`src/rtl/hbi_pkg.sv`:
```
package hbi_pkg;
    localparam int BUS_W  = 12;
    localparam int BYTE_W = 8;
    localparam int WORD_W = 2 * BYTE_W;
    localparam int REG_W  = WORD_W - 2;
    localparam int CAL_N  = 10;
    localparam int PTR_W  = 4;

    typedef enum logic [1:0] {
        DST_NONE = 2'b00,
        DST_TEST = 2'b01,
        DST_CAL  = 2'b10,
        DST_CTRL = 2'b11
    } wdst_e;

    typedef enum logic [1:0] {
        SRC_ADC  = 2'b00,
        SRC_TEST = 2'b01,
        SRC_CAL  = 2'b10,
        SRC_STAT = 2'b11
    } rsrc_e;

    typedef struct packed {
        wdst_e             dst;
        logic [REG_W-1:0]  body;
    } hword_t;

    typedef struct packed {
        logic [1:0] pmgt;
        rsrc_e      rdsel;
        logic       bipolar;
        logic       conv;
        logic       sys_cal;
        logic [1:0] calsel;
        logic       cal_go;
    } ctrl_t;

    localparam int CTRL_W = $bits(ctrl_t);

    // first entry of the walk for a calibration-select value
    function automatic logic [PTR_W-1:0] cal_first(input logic [1:0] s);
        return (s == 2'b10) ? PTR_W'(1) : PTR_W'(0);
    endfunction

    // last entry of the walk for a calibration-select value
    function automatic logic [PTR_W-1:0] cal_last(input logic [1:0] s);
        case (s)
            2'b00:   return PTR_W'(CAL_N - 1);
            2'b01:   return PTR_W'(1);
            2'b10:   return PTR_W'(1);
            default: return PTR_W'(0);
        endcase
    endfunction
endpackage

```
`src/rtl/hbi_strobe.sv`:
```
module hbi_strobe #(
    parameter int BYTE_W = 8
) (
    input  logic              clk,
    input  logic              rst,
    input  logic              cs_n,
    input  logic              wr_n,
    input  logic              rd_n,
    input  logic              hben,
    input  logic [BYTE_W-1:0] db_lo,
    output logic              wr_evt,
    output logic              rd_evt,
    output logic              rd_hi,
    output logic [BYTE_W-1:0] wr_byte
);
    logic              q_cs_n, q_wr_n, q_rd_n, q_hben;
    logic [BYTE_W-1:0] q_db;

    always_ff @(posedge clk) begin
        if (rst) begin
            q_cs_n <= 1'b1;
            q_wr_n <= 1'b1;
            q_rd_n <= 1'b1;
            q_hben <= 1'b0;
            q_db   <= '0;
        end else begin
            q_cs_n <= cs_n;
            q_wr_n <= wr_n;
            q_rd_n <= rd_n;
            q_hben <= hben;
            q_db   <= db_lo;
        end
    end

    // a strobe completes when it was low with chip select and is now high
    assign wr_evt  = !rst && !q_cs_n && !q_wr_n && wr_n;
    assign rd_evt  = !rst && !q_cs_n && !q_rd_n && rd_n;
    assign rd_hi   = q_hben;
    assign wr_byte = q_db;


    wr_single_chk: assert property (@(posedge clk) disable iff (rst)
        wr_evt |=> !wr_evt);
endmodule

```
`src/rtl/hbi_wr_pack.sv`:
```
module hbi_wr_pack
    import hbi_pkg::*;
(
    input  logic              clk,
    input  logic              rst,
    input  logic              wr_evt,
    input  logic [BYTE_W-1:0] wr_byte,
    output logic              word_evt,
    output hword_t            word
);
    logic              hi_phase;
    logic [BYTE_W-1:0] lo_q;

    always_ff @(posedge clk) begin
        if (rst) begin
            hi_phase <= 1'b0;
            lo_q     <= '0;
        end else if (wr_evt) begin
            hi_phase <= !hi_phase;
            if (!hi_phase) lo_q <= wr_byte;
        end
    end

    assign word_evt = wr_evt && hi_phase;
    assign word     = hword_t'({wr_byte, lo_q});


    phase_flip_chk: assert property (@(posedge clk) disable iff (rst)
        wr_evt |=> (hi_phase != $past(hi_phase)));


    phase_hold_chk: assert property (@(posedge clk) disable iff (rst)
        !wr_evt |=> $stable(hi_phase));
endmodule

```
`src/rtl/hbi_cal_bank.sv`:
```
module hbi_cal_bank
    import hbi_pkg::*;
#(
    parameter int N = CAL_N,
    parameter int W = REG_W
) (
    input  logic         clk,
    input  logic         rst,
    input  logic [1:0]   sel,
    input  logic [1:0]   reload_sel,
    input  logic         reload,
    input  logic         wr_en,
    input  logic [W-1:0] wr_data,
    input  logic         rd_lo,
    input  logic         rd_hi,
    output logic [W-1:0] rd_word
);
    localparam int PW = PTR_W;

    logic [PW-1:0] ptr;
    logic          lo_seen;
    logic          step;
    logic [W-1:0]  mem [N];

    assign step = wr_en || (rd_hi && lo_seen);

    always_ff @(posedge clk) begin
        if (rst) begin
            ptr <= cal_first(2'b00);
        end else if (reload) begin
            ptr <= cal_first(reload_sel);
        end else if (step) begin
            ptr <= (ptr == cal_last(sel)) ? cal_first(sel) : ptr + 1'b1;
        end
    end

    always_ff @(posedge clk) begin
        if (rst || reload) lo_seen <= 1'b0;
        else if (rd_lo)    lo_seen <= 1'b1;
        else if (rd_hi)    lo_seen <= 1'b0;
    end

    for (genvar g = 0; g < N; g++) begin : g_ent
        always_ff @(posedge clk) begin
            if (rst)                             mem[g] <= '0;
            else if (wr_en && ptr == PW'(g))     mem[g] <= wr_data;
        end
    end

    assign rd_word = (int'(ptr) < N) ? mem[ptr] : '0;


    ptr_range_chk: assert property (@(posedge clk) disable iff (rst)
        (ptr >= cal_first(sel)) && (ptr <= cal_last(sel)));


    ptr_move_chk: assert property (@(posedge clk) disable iff (rst)
        (ptr != $past(ptr)) |-> $past(wr_en || rd_hi || reload));
endmodule

```
`src/rtl/hbi_regs.sv`:
```
module hbi_regs
    import hbi_pkg::*;
#(
    parameter int DATA_W = 12,
    parameter int STAT_W = 16
) (
    input  logic              clk,
    input  logic              rst,
    input  logic              cs_n,
    input  logic              rd_n,
    input  logic              wr_n,
    input  logic              hben,
    input  logic [BUS_W-1:0]  db_in,
    output logic [BUS_W-1:0]  db_out,
    output logic              db_oe,
    input  logic [DATA_W-1:0] adc_word,
    input  logic [STAT_W-1:0] stat_word,
    input  logic              conv_done,
    input  logic              cal_done,
    output logic [1:0]        pwr_mode,
    output logic              range_bipolar,
    output logic              conv_req,
    output logic              cal_system,
    output logic [1:0]        cal_sel,
    output logic              cal_req
);
    logic              wr_evt, rd_evt, rd_hi;
    logic [BYTE_W-1:0] wr_byte;
    logic              word_evt;
    hword_t            word;
    ctrl_t             ctrl_q, ctrl_new;
    logic              ctrl_wr, test_wr, cal_wr, cal_rd;
    logic [REG_W-1:0]  test_q, cal_word;
    logic [WORD_W-1:0] view;

    hbi_strobe #(.BYTE_W(BYTE_W)) u_strobe (
        .clk(clk), .rst(rst), .cs_n(cs_n), .wr_n(wr_n), .rd_n(rd_n),
        .hben(hben), .db_lo(db_in[BYTE_W-1:0]),
        .wr_evt(wr_evt), .rd_evt(rd_evt), .rd_hi(rd_hi), .wr_byte(wr_byte)
    );

    hbi_wr_pack u_pack (
        .clk(clk), .rst(rst), .wr_evt(wr_evt), .wr_byte(wr_byte),
        .word_evt(word_evt), .word(word)
    );

    assign ctrl_new = ctrl_t'(word.body[CTRL_W-1:0]);
    assign ctrl_wr  = word_evt && (word.dst == DST_CTRL);
    assign test_wr  = word_evt && (word.dst == DST_TEST);
    assign cal_wr   = word_evt && (word.dst == DST_CAL) && !ctrl_q.cal_go;
    assign cal_rd   = rd_evt && (ctrl_q.rdsel == SRC_CAL);

    always_ff @(posedge clk) begin
        if (rst) begin
            ctrl_q <= '0;
        end else if (ctrl_wr) begin
            ctrl_q <= ctrl_new;
        end else begin
            if (conv_done) ctrl_q.conv   <= 1'b0;
            if (cal_done)  ctrl_q.cal_go <= 1'b0;
        end
    end

    always_ff @(posedge clk) begin
        if (rst)          test_q <= '0;
        else if (test_wr) test_q <= word.body;
    end

    hbi_cal_bank #(.N(CAL_N), .W(REG_W)) u_cal (
        .clk(clk), .rst(rst), .sel(ctrl_q.calsel), .reload_sel(ctrl_new.calsel),
        .reload(ctrl_wr), .wr_en(cal_wr), .wr_data(word.body),
        .rd_lo(cal_rd && !rd_hi), .rd_hi(cal_rd && rd_hi), .rd_word(cal_word)
    );

    always_comb begin
        case (ctrl_q.rdsel)
            SRC_ADC:  view = WORD_W'(adc_word);
            SRC_TEST: view = WORD_W'(test_q);
            SRC_CAL:  view = WORD_W'(cal_word);
            default:  view = WORD_W'(stat_word);
        endcase
    end

    assign db_oe  = !cs_n && !rd_n;
    assign db_out = !db_oe ? '0
                  : hben   ? BUS_W'(view[WORD_W-1:BYTE_W])
                  :          view[BUS_W-1:0];

    assign pwr_mode      = ctrl_q.pmgt;
    assign range_bipolar = ctrl_q.bipolar;
    assign conv_req      = ctrl_q.conv;
    assign cal_system    = ctrl_q.sys_cal;
    assign cal_sel       = ctrl_q.calsel;
    assign cal_req       = ctrl_q.cal_go;


    rdsel_hold_chk: assert property (@(posedge clk) disable iff (rst)
        !ctrl_wr |=> $stable(ctrl_q.rdsel));


    conv_clear_chk: assert property (@(posedge clk) disable iff (rst)
        $fell(conv_req) |-> $past(conv_done || ctrl_wr));


    cal_clear_chk: assert property (@(posedge clk) disable iff (rst)
        $fell(cal_req) |-> $past(cal_done || ctrl_wr));


    oe_idle_chk: assert property (@(posedge clk) disable iff (rst)
        cs_n |-> (db_out == '0));
endmodule

```
`config.mk`:
```
export PLATFORM = sky130hd
export DESIGN_NAME = hbi_regs
export DESIGN_NICKNAME = d
export VERILOG_FILES = /design/src/rtl/hbi_pkg.sv /design/src/rtl/hbi_strobe.sv /design/src/rtl/hbi_wr_pack.sv /design/src/rtl/hbi_cal_bank.sv /design/src/rtl/hbi_regs.sv
export SDC_FILE = /design/constraint.sdc
export NUM_CORES = 1
export LEC_CHECK = 0
export BUFFER_PORTS_ARGS = -buffer_cell sky130_fd_sc_hd__buf_2
export CAP_MARGIN = 20
export CORE_MARGIN = 5
export CORE_UTILIZATION = 50
export DETAILED_ROUTE_END_ITERATION = 6
export PLACE_DENSITY_LB_ADDON = 0.25
export SLEW_MARGIN = 20
export SYNTH_ARGS = -nofsm -noshare
export SYNTH_HDL_FRONTEND = slang
export SYNTH_SLANG_ARGS = --single-unit
```
`constraint.sdc`:
```
create_clock -name clk -period 6.3 [get_ports clk]
set_input_delay 0.315 -clock clk [delete_from_list [all_inputs] [get_ports clk]]
set_output_delay 0.315 -clock clk [all_outputs]
set_load 0.005 [all_outputs]
```
==> results_dict.tcl, run 1 <==
set metrics [dict create \
    status "completed" \
    drt_iter0_markers 556 \
    max_cap_violations 0 \
    ios 69 \
    cts_setup_buffers 0 \
    layout_min_cycle_time_ns 3.32 \
    worstSkewPairLatency_ns 0.44 \
    avgSynthCellArea_um2 12.3 \
    synthDistinctLibCells 58 \
    clk_path_buf_depth 2 \
    die_y_um 145 \
    drv_slew 0 \
    synth-seq-cells 194 \
    syn_area_mm2 0.00915 \
    fp.dieW_um 145 \
    cp_data_required_time_ns 5.98 \
    timing.final.crit_share_pct 52.7 \
    skew_ns 0.0138 \
    n_antenna_cell 0 \
    m1WireLength_um 9410 \
    place_congestion 0.900 \
    instances_no_fill 1010 \
    worstMarginPinSlew_ns 1.08 \
    nets 820 \
    pwr_density_cell_mw_per_mm2 254 \
    synth_flop_cell "edfxtp_1" \
    wl_met3_um 1500 \
    pwr-share-clk_pct 40.8 \
    port_buffers 64 \
    post_cts_resize_count 0 \
    worstSetupPathType "reg -> out" \
    grt_pass1_vias 6136 \
    synth_top_area_share_pct 45.9 \
    min_path_type "in -> reg" \
    rsz0062_at_grt "false" \
    drive_gt1_share_pct 19.7 \
    grtUsageTotal_pct 21.7 \
    core_area_mm2 0.0180 \
    finalHoldViolCount 0 \
    die_area_mm2 0.0211 \
    synthCells 747 \
    ys_seq_area_share_pct 57.7 \
    yosysMostFrequentCell "edfxtp_1" \
    p_comb_share_pct 3.7 \
    cts_max_level 4 \
    grt_pass1_wl_um 35600 \
    via_per_inst 6.02 \
    cts-root-buf "clkbuf_16" \
    whs_ns 0.0902 \
    num_vias 6077 \
    drc 0 \
    row_count 49 \
    cp_max_fo 25 \
    synth_commonest_cells "edfxtp_1, and3_1, mux2i_1, and2_1, dfxtp_1" \
    finalWirelength_um 22800 \
    grt_overflow 0 \
    relSlewSlack_pct 28.2 \
    cts.sinks 194 \
    wl_met2_um 11300 \
    ir_drop_mv 0.203 \
    start_util_pct 50.8 \
    cts_buffers 17 \
    synthArstFlopShare_pct 0 \
    power_switching_w 0.000584 \
    clk_pin_slew_ns 0.07 \
    post_drt_wl_per_cell_um 22.6 \
    swShare_pct 22.8 \
    drtPass1Iterations 5 \
    critPathCaptureType "primary output" \
    dp_cells 978 \
    power_frac_seq_pct 55.6 \
    synth_nets 799 \
    synth_edf_count 140 \
    synthTopCellsByArea "edfxtp_1, dfxtp_1, mux2i_1" \
    arrival_ns 3.00 \
    pre_cts_slack_ns 3.17 \
    utilization_pct 55.9 \
    dp_hpwl_um 14600 \
    startpoint_type "register" \
    power.internal_w 0.00198 \
    area_growth_pct 10.1 \
    cts_tree "yes" \
    max_freq_mhz 301 \
    ant_nets 0 \
    grt_max_degree 60 \
    regArea_mm2 0.00529 \
    topRoutingLayerUsed "met4" \
    layout_setup_ws_ns 2.98 \
    multi_input_area_mm2 0.00353 \
    antenna_found_initial 0 \
    yosys_warnings 0 \
    total_leakage_power_nw 3.87 \
    fin_setup_tns_ns 0 \
    fillers 1527 \
    ctsHoldBuffers 0 \
    setup_violations 0 \
    synth_top_cell_by_area "edfxtp_1" \
]
==> area by class of cell <==
cell class	instances	share of cell area, %
multi-input cells	477	35.0
well taps	229	2.84
clock buffers	19	4.50
clock inverters	13	1.09
flip-flops and latches	194	52.5
repair buffers	74	3.92
inverters	4	0.149
==> sequential cells by signal, indices dropped and copies added, names as in the netlist, named ones only <==
signal / count
u_cal.mem: 140
test_q: 14
u_pack.lo_q: 8
u_strobe.wr_byte: 8
u_cal.ptr: 4
cal_sel: 2
ctrl_q: 2
pwr_mode: 2
cal_req: 1
cal_system: 1
conv_req: 1
range_bipolar: 1
u_cal.lo_seen: 1
u_pack.hi_phase: 1
u_strobe.q_cs_n: 1
u_strobe.q_rd_n: 1
u_strobe.q_wr_n: 1
u_strobe.rd_hi: 1
==> worst max-delay path, stage by stage (launching register included) <==
cell and delay [ns]:
dfxtp_1 0.91, nand2b_1 0.16, nor3_1 0.61, and3_1 0.36, o221ai_1 0.13, o311ai_0 0.20
buf_2 0.20
==> routing by layer <==
metal | up-vias | GRT usage, %
met2 | 206 | 35.7
met3 | 32 | 5.24
li1 | 2802 | -
met5 | - | 0
met1 | 3037 | 28.5
met4 | 0 | 7.32
==> layout by cell type (no fill, tap or decap), types with 3 or more instances in the layout <==
cell / n
edfxtp_1: 140
and3_1: 89
buf_2: 64
mux2i_1: 62
and2_1: 60
dfxtp_1: 52
nand2_1: 41
nor2_1: 37
nor2b_1: 19
a21oi_1: 19
o21ai_0: 18
mux4_2: 18
clkbuf_16: 18
a22oi_1: 10
buf_4: 10
or2_2: 9
nand3_1: 7
inv_6: 7
o221ai_1: 6
o211ai_1: 6
a21o_1: 6
a31o_2: 5
nand3b_1: 5
inv_1: 4
a31oi_1: 4
a211oi_1: 4
nand2b_1: 4
nor3_1: 4
ha_1: 4
mux2_2: 3
o21a_1: 3
==> power by group through the flow <==
stage / registers, W / clock network (W) / logic [W]
final: 0.00142 / 0.00104 / 0.0000940
after global routing: 0.00143 / 0.00111 / 0.000102
after CTS: 0.00142 / 0.00105 / 0.0000946
after detailed placement: 0.00145 / 0 / 0.0000942
after global placement: 0.00145 / 0 / 0.0000920
after floorplan: 0.00144 / 0 / 0.0000620
==> kinds of logic (layout without fill, tap and decap cells) <==
kind of cell,Yosys count,count (layout),share of synthesized area (%)
AOI/OAI and AO/OA,98,98,7.60
xor gates and xnor gates,2,2,0.191
adders and majority gates,4,4,0.547
buffers and inverters,76,110,3.75
DFF,194,194,57.7
muxes,83,83,11.6
and+or+nand+nor,290,290,18.6
==> metrics by stage <==
stage	total power [W]	cell area, um2
6_report	0.00256	10100
5_1_grt	0.00264	10100
4_1_cts	0.00257	10100
3_5_place_dp	0.00155	9520
3_3_place_gp	0.00154	9510
2_1_floorplan	0.00150	9150
==> path summary, 6_finish.rpt <==
kind,startpoint,endpoint,slack [ns],cells past startpoint
setup / recovery,ctrl_q[7]$_SDFFE_PP0N_,db_out[1],2.98,6
setup reg to reg,u_strobe.q_cs_n$_SDFF_PP1_,u_cal.mem[1][7]$_SDFFCE_PN0P_,3.59,5
hold reg to reg,pwr_mode[0]$_SDFFE_PP0N_,pwr_mode[0]$_SDFFE_PP0N_,0.45,2
hold / removal,db_in[7],u_strobe.wr_byte[7]$_SDFF_PP0_,0.09,2
(Power assumes the default switching activity.)
==> inputs of run 2 (changes only) <==
Settings changed: ABC_AREA from default to 1.
Clock period 6.3 ns to 3.2 ns, I/O delays scaled along.
==> results_dict.tcl, run 2 <==
set metrics [dict create \
    start_util_pct 50.7 \
    synth_nets 1039 \
    regArea_mm2 0.00529 \
    clk_path_buf_depth 2 \
    avgSynthCellArea_um2 9.23 \
    dp_hpwl_um 14400 \
    synth_top_area_share_pct 46.2 \
    num_vias 6914 \
    die_area_mm2 0.0210 \
    ios 69 \
    rsz0062_at_grt "false" \
    yosysMostFrequentCell "nand2_1" \
    grt_pass1_wl_um 35400 \
    p_total_w 0.00507 \
    grt_max_degree 76 \
    syn_area_mm2 0.00911 \
    place_congestion 0.885 \
    drive_gt1_share_pct 17.2 \
    drt_iter0_markers 730 \
    reg2regPathDepth 3 \
    ir_drop_mv 0.416 \
    ant_nets 0 \
    p_comb_share_pct 4.3 \
    swShare_pct 23.8 \
    drv_slew 0 \
    max_freq_mhz 351 \
    startpoint_type "register" \
    worstSetupPathType "reg -> out" \
    placed_area_mm2 0.00937 \
    final_common_cell "nand2_1" \
    status "completed" \
    layout_min_cycle_time_ns 2.85 \
    critPathCaptureType "primary output" \
    drc 0 \
    fin_setup_tns_ns 0 \
    synth_mux_area_share_pct 0.110 \
    final_cell_mix "nand2_1, nor2_1, edfxtp_1" \
    synth_commonest_cells "nand2_1, nor2_1, edfxtp_1, o21ai_0, nand3_1" \
    drtPass1Iterations 5 \
    clk_pin_slew_ns 0.08 \
    row_count 49 \
    reg.largest.list "u_cal.mem: 140 flops, test_q: 14 flops" \
    relSlewSlack_pct 38.5 \
    post_drt_wl_per_cell_um 18.2 \
    finalHoldViolCount 0 \
    min_delay_path_depth 2 \
    port_buffers 64 \
    cts_setup_buffers 0 \
    fillers 1581 \
    finalWirelength_um 23000 \
    crit_buf_inv 2 \
    grt_pass1_vias 6465 \
    synth-seq-cells 194 \
    power.internal_w 0.00387 \
    grt_overflow 0 \
    pwr_density_cell_mw_per_mm2 504 \
    grtUsageTotal_pct 21.7 \
    path_delay_family "compound AO/OA/AOI/OAI gates" \
    r2r-end "u_cal.mem[0][5]$_SDFFCE_PN0P_" \
    max_cap_violations 0 \
    pwr-share-clk_pct 40.8 \
    cp_max_fo 75 \
    power_frac_seq_pct 54.9 \
    cts.sinks 194 \
    utilization_pct 56.0 \
    synth-compound-area-share_pct 8.67 \
    ys_seq_area_share_pct 58.0 \
    worst_r2r_startpoint "u_cal.ptr[2]$_SDFFE_PP0N_" \
    setup_violations 0 \
    arrival_ns 2.69 \
    cts_max_level 4 \
    r2r_slack_ns 0.87 \
    pre_cts_slack_ns 0.804 \
    synth_top_family_by_area "simple AND/OR/NAND/NOR gates" \
    synthCells 987 \
    top_register "u_cal.mem" \
    final_area_mm2 0.0101 \
    synth-simple-area-share_pct 25.7 \
    min_path_type "in -> reg" \
    skew_ns 0.00986 \
    power_switching_w 0.00121 \
    via_per_inst 5.47 \
    synth_edf_count 140 \
    worstSkewPairLatency_ns 0.44 \
    layout_setup_ws_ns 0.350 \
    timing.final.crit_share_pct 89.1 \
    die_y_um 145 \
    multi_input_area_mm2 0.00320 \
    largest_register_ffs 140 \
    synth_flop_cell "edfxtp_1" \
    core_area_mm2 0.0180 \
    cts_tree "yes" \
    worstMarginPinSlew_ns 0.919 \
    fp.dieW_um 145 \
    worst_hold_path.endpoint "u_strobe.wr_byte[3]$_SDFF_PP0_" \
    area_growth_pct 10.5 \
    hp-start "rst" \
    cpPeakStageDelay_ns 0.64 \
    cp_data_required_time_ns 3.04 \
    synthTopCellsByArea "edfxtp_1, dfxtp_1, nand2_1" \
    n_antenna_cell 0 \
    cts_buffers 17 \
    yosys.area_share.adder_pct 0.550 \
    crit_path_cell_trace "buf_4 > o21ai_0 > o211ai_1 > o21ai_0 > nand2_1 > nand2_1 > a21oi_1 > buf_2" \
    synthXorXnorAreaFrac_pct 0.0962 \
    synthArstFlopShare_pct 0 \
    synthDistinctLibCells 37 \
    total_leakage_power_nw 3.89 \
    nets 1074 \
    antenna_found_initial 0 \
    yosys_warnings 0 \
    crit_slowest_cell "buf_4" \
    cts-root-buf "clkbuf_16" \
    synth_top_cell_by_area "edfxtp_1" \
]
[run 2: cell families (layout without fill, tap and decap cells)]
| logic type | Yosys count | count (layout) |
|---|---|---|
| AND/OR/NAND/NOR | 513 | 513 |
| flip-flops | 194 | 194 |
| AO/OA/AOI/OAI | 148 | 148 |
| buffers and inverters | 126 | 174 |
| adder cells (fa/ha/maj) | 4 | 4 |
| XOR/XNOR | 1 | 1 |
| multiplexers | 1 | 1 |
[run 2: timing repair]
item,in CTS,in global routing
resized for setup,0,0
hold endpoints to repair,13,0
hold buffers,13,0
[run 2: worst max path at each step]
stage                                    startpoint                             to  slack, ns  cells past startpoint
after floorplan           u_cal.ptr[2]$_SDFFE_PP0N_  u_cal.mem[0][0]$_SDFFCE_PN0P_       1.25                      5
after global placement                     register                      db_out[6]       0.86                      8
after detailed placement                        rst  u_cal.mem[3][9]$_SDFFCE_PN0P_       0.80                     10
after CTS                                  register                      db_out[6]       0.37                      8
after global routing                       register                      db_out[6]       0.13                      8
final                                      register                      db_out[6]       0.35                      8
[run 2: final cells by class]
class | instances | share of cell area, %
Clock buffer | 17 | 4.23
Tap cell | 229 | 2.85
Inverter | 59 | 2.29
Multi-Input combinational cell | 667 | 31.8
Clock inverter | 15 | 1.38
Sequential cell | 194 | 52.5
Timing Repair Buffer | 83 | 4.92
[run 2: metrics by stage]
stage | hold slack [ns] | std cells
2_1_floorplan | 0.264 | 987
3_3_place_gp | 0.364 | 1219
3_5_place_dp | 0.366 | 1219
4_1_cts | 0.0299 | 1264
5_1_grt | 0.0380 | 1264
6_report | 0.0515 | 1264
[run 2: power groups by stage]
stage               combinational, W  sequential [W]  clock, W
floorplan                   0.000120         0.00284         0
global placement            0.000201         0.00284         0
detailed placement          0.000203         0.00284         0
CTS                         0.000216         0.00279   0.00209
global route                0.000238         0.00279   0.00220
finish                      0.000216         0.00279   0.00207
[run 2: layer usage]
layer	track usage [%]	vias to the layer above	share of wire [%]
met5	0	-	0
met4	7.53	0	3.0
met3	4.52	41	5.8
met2	35.3	216	49
met1	28.9	3322	42
li1	-	3335	-
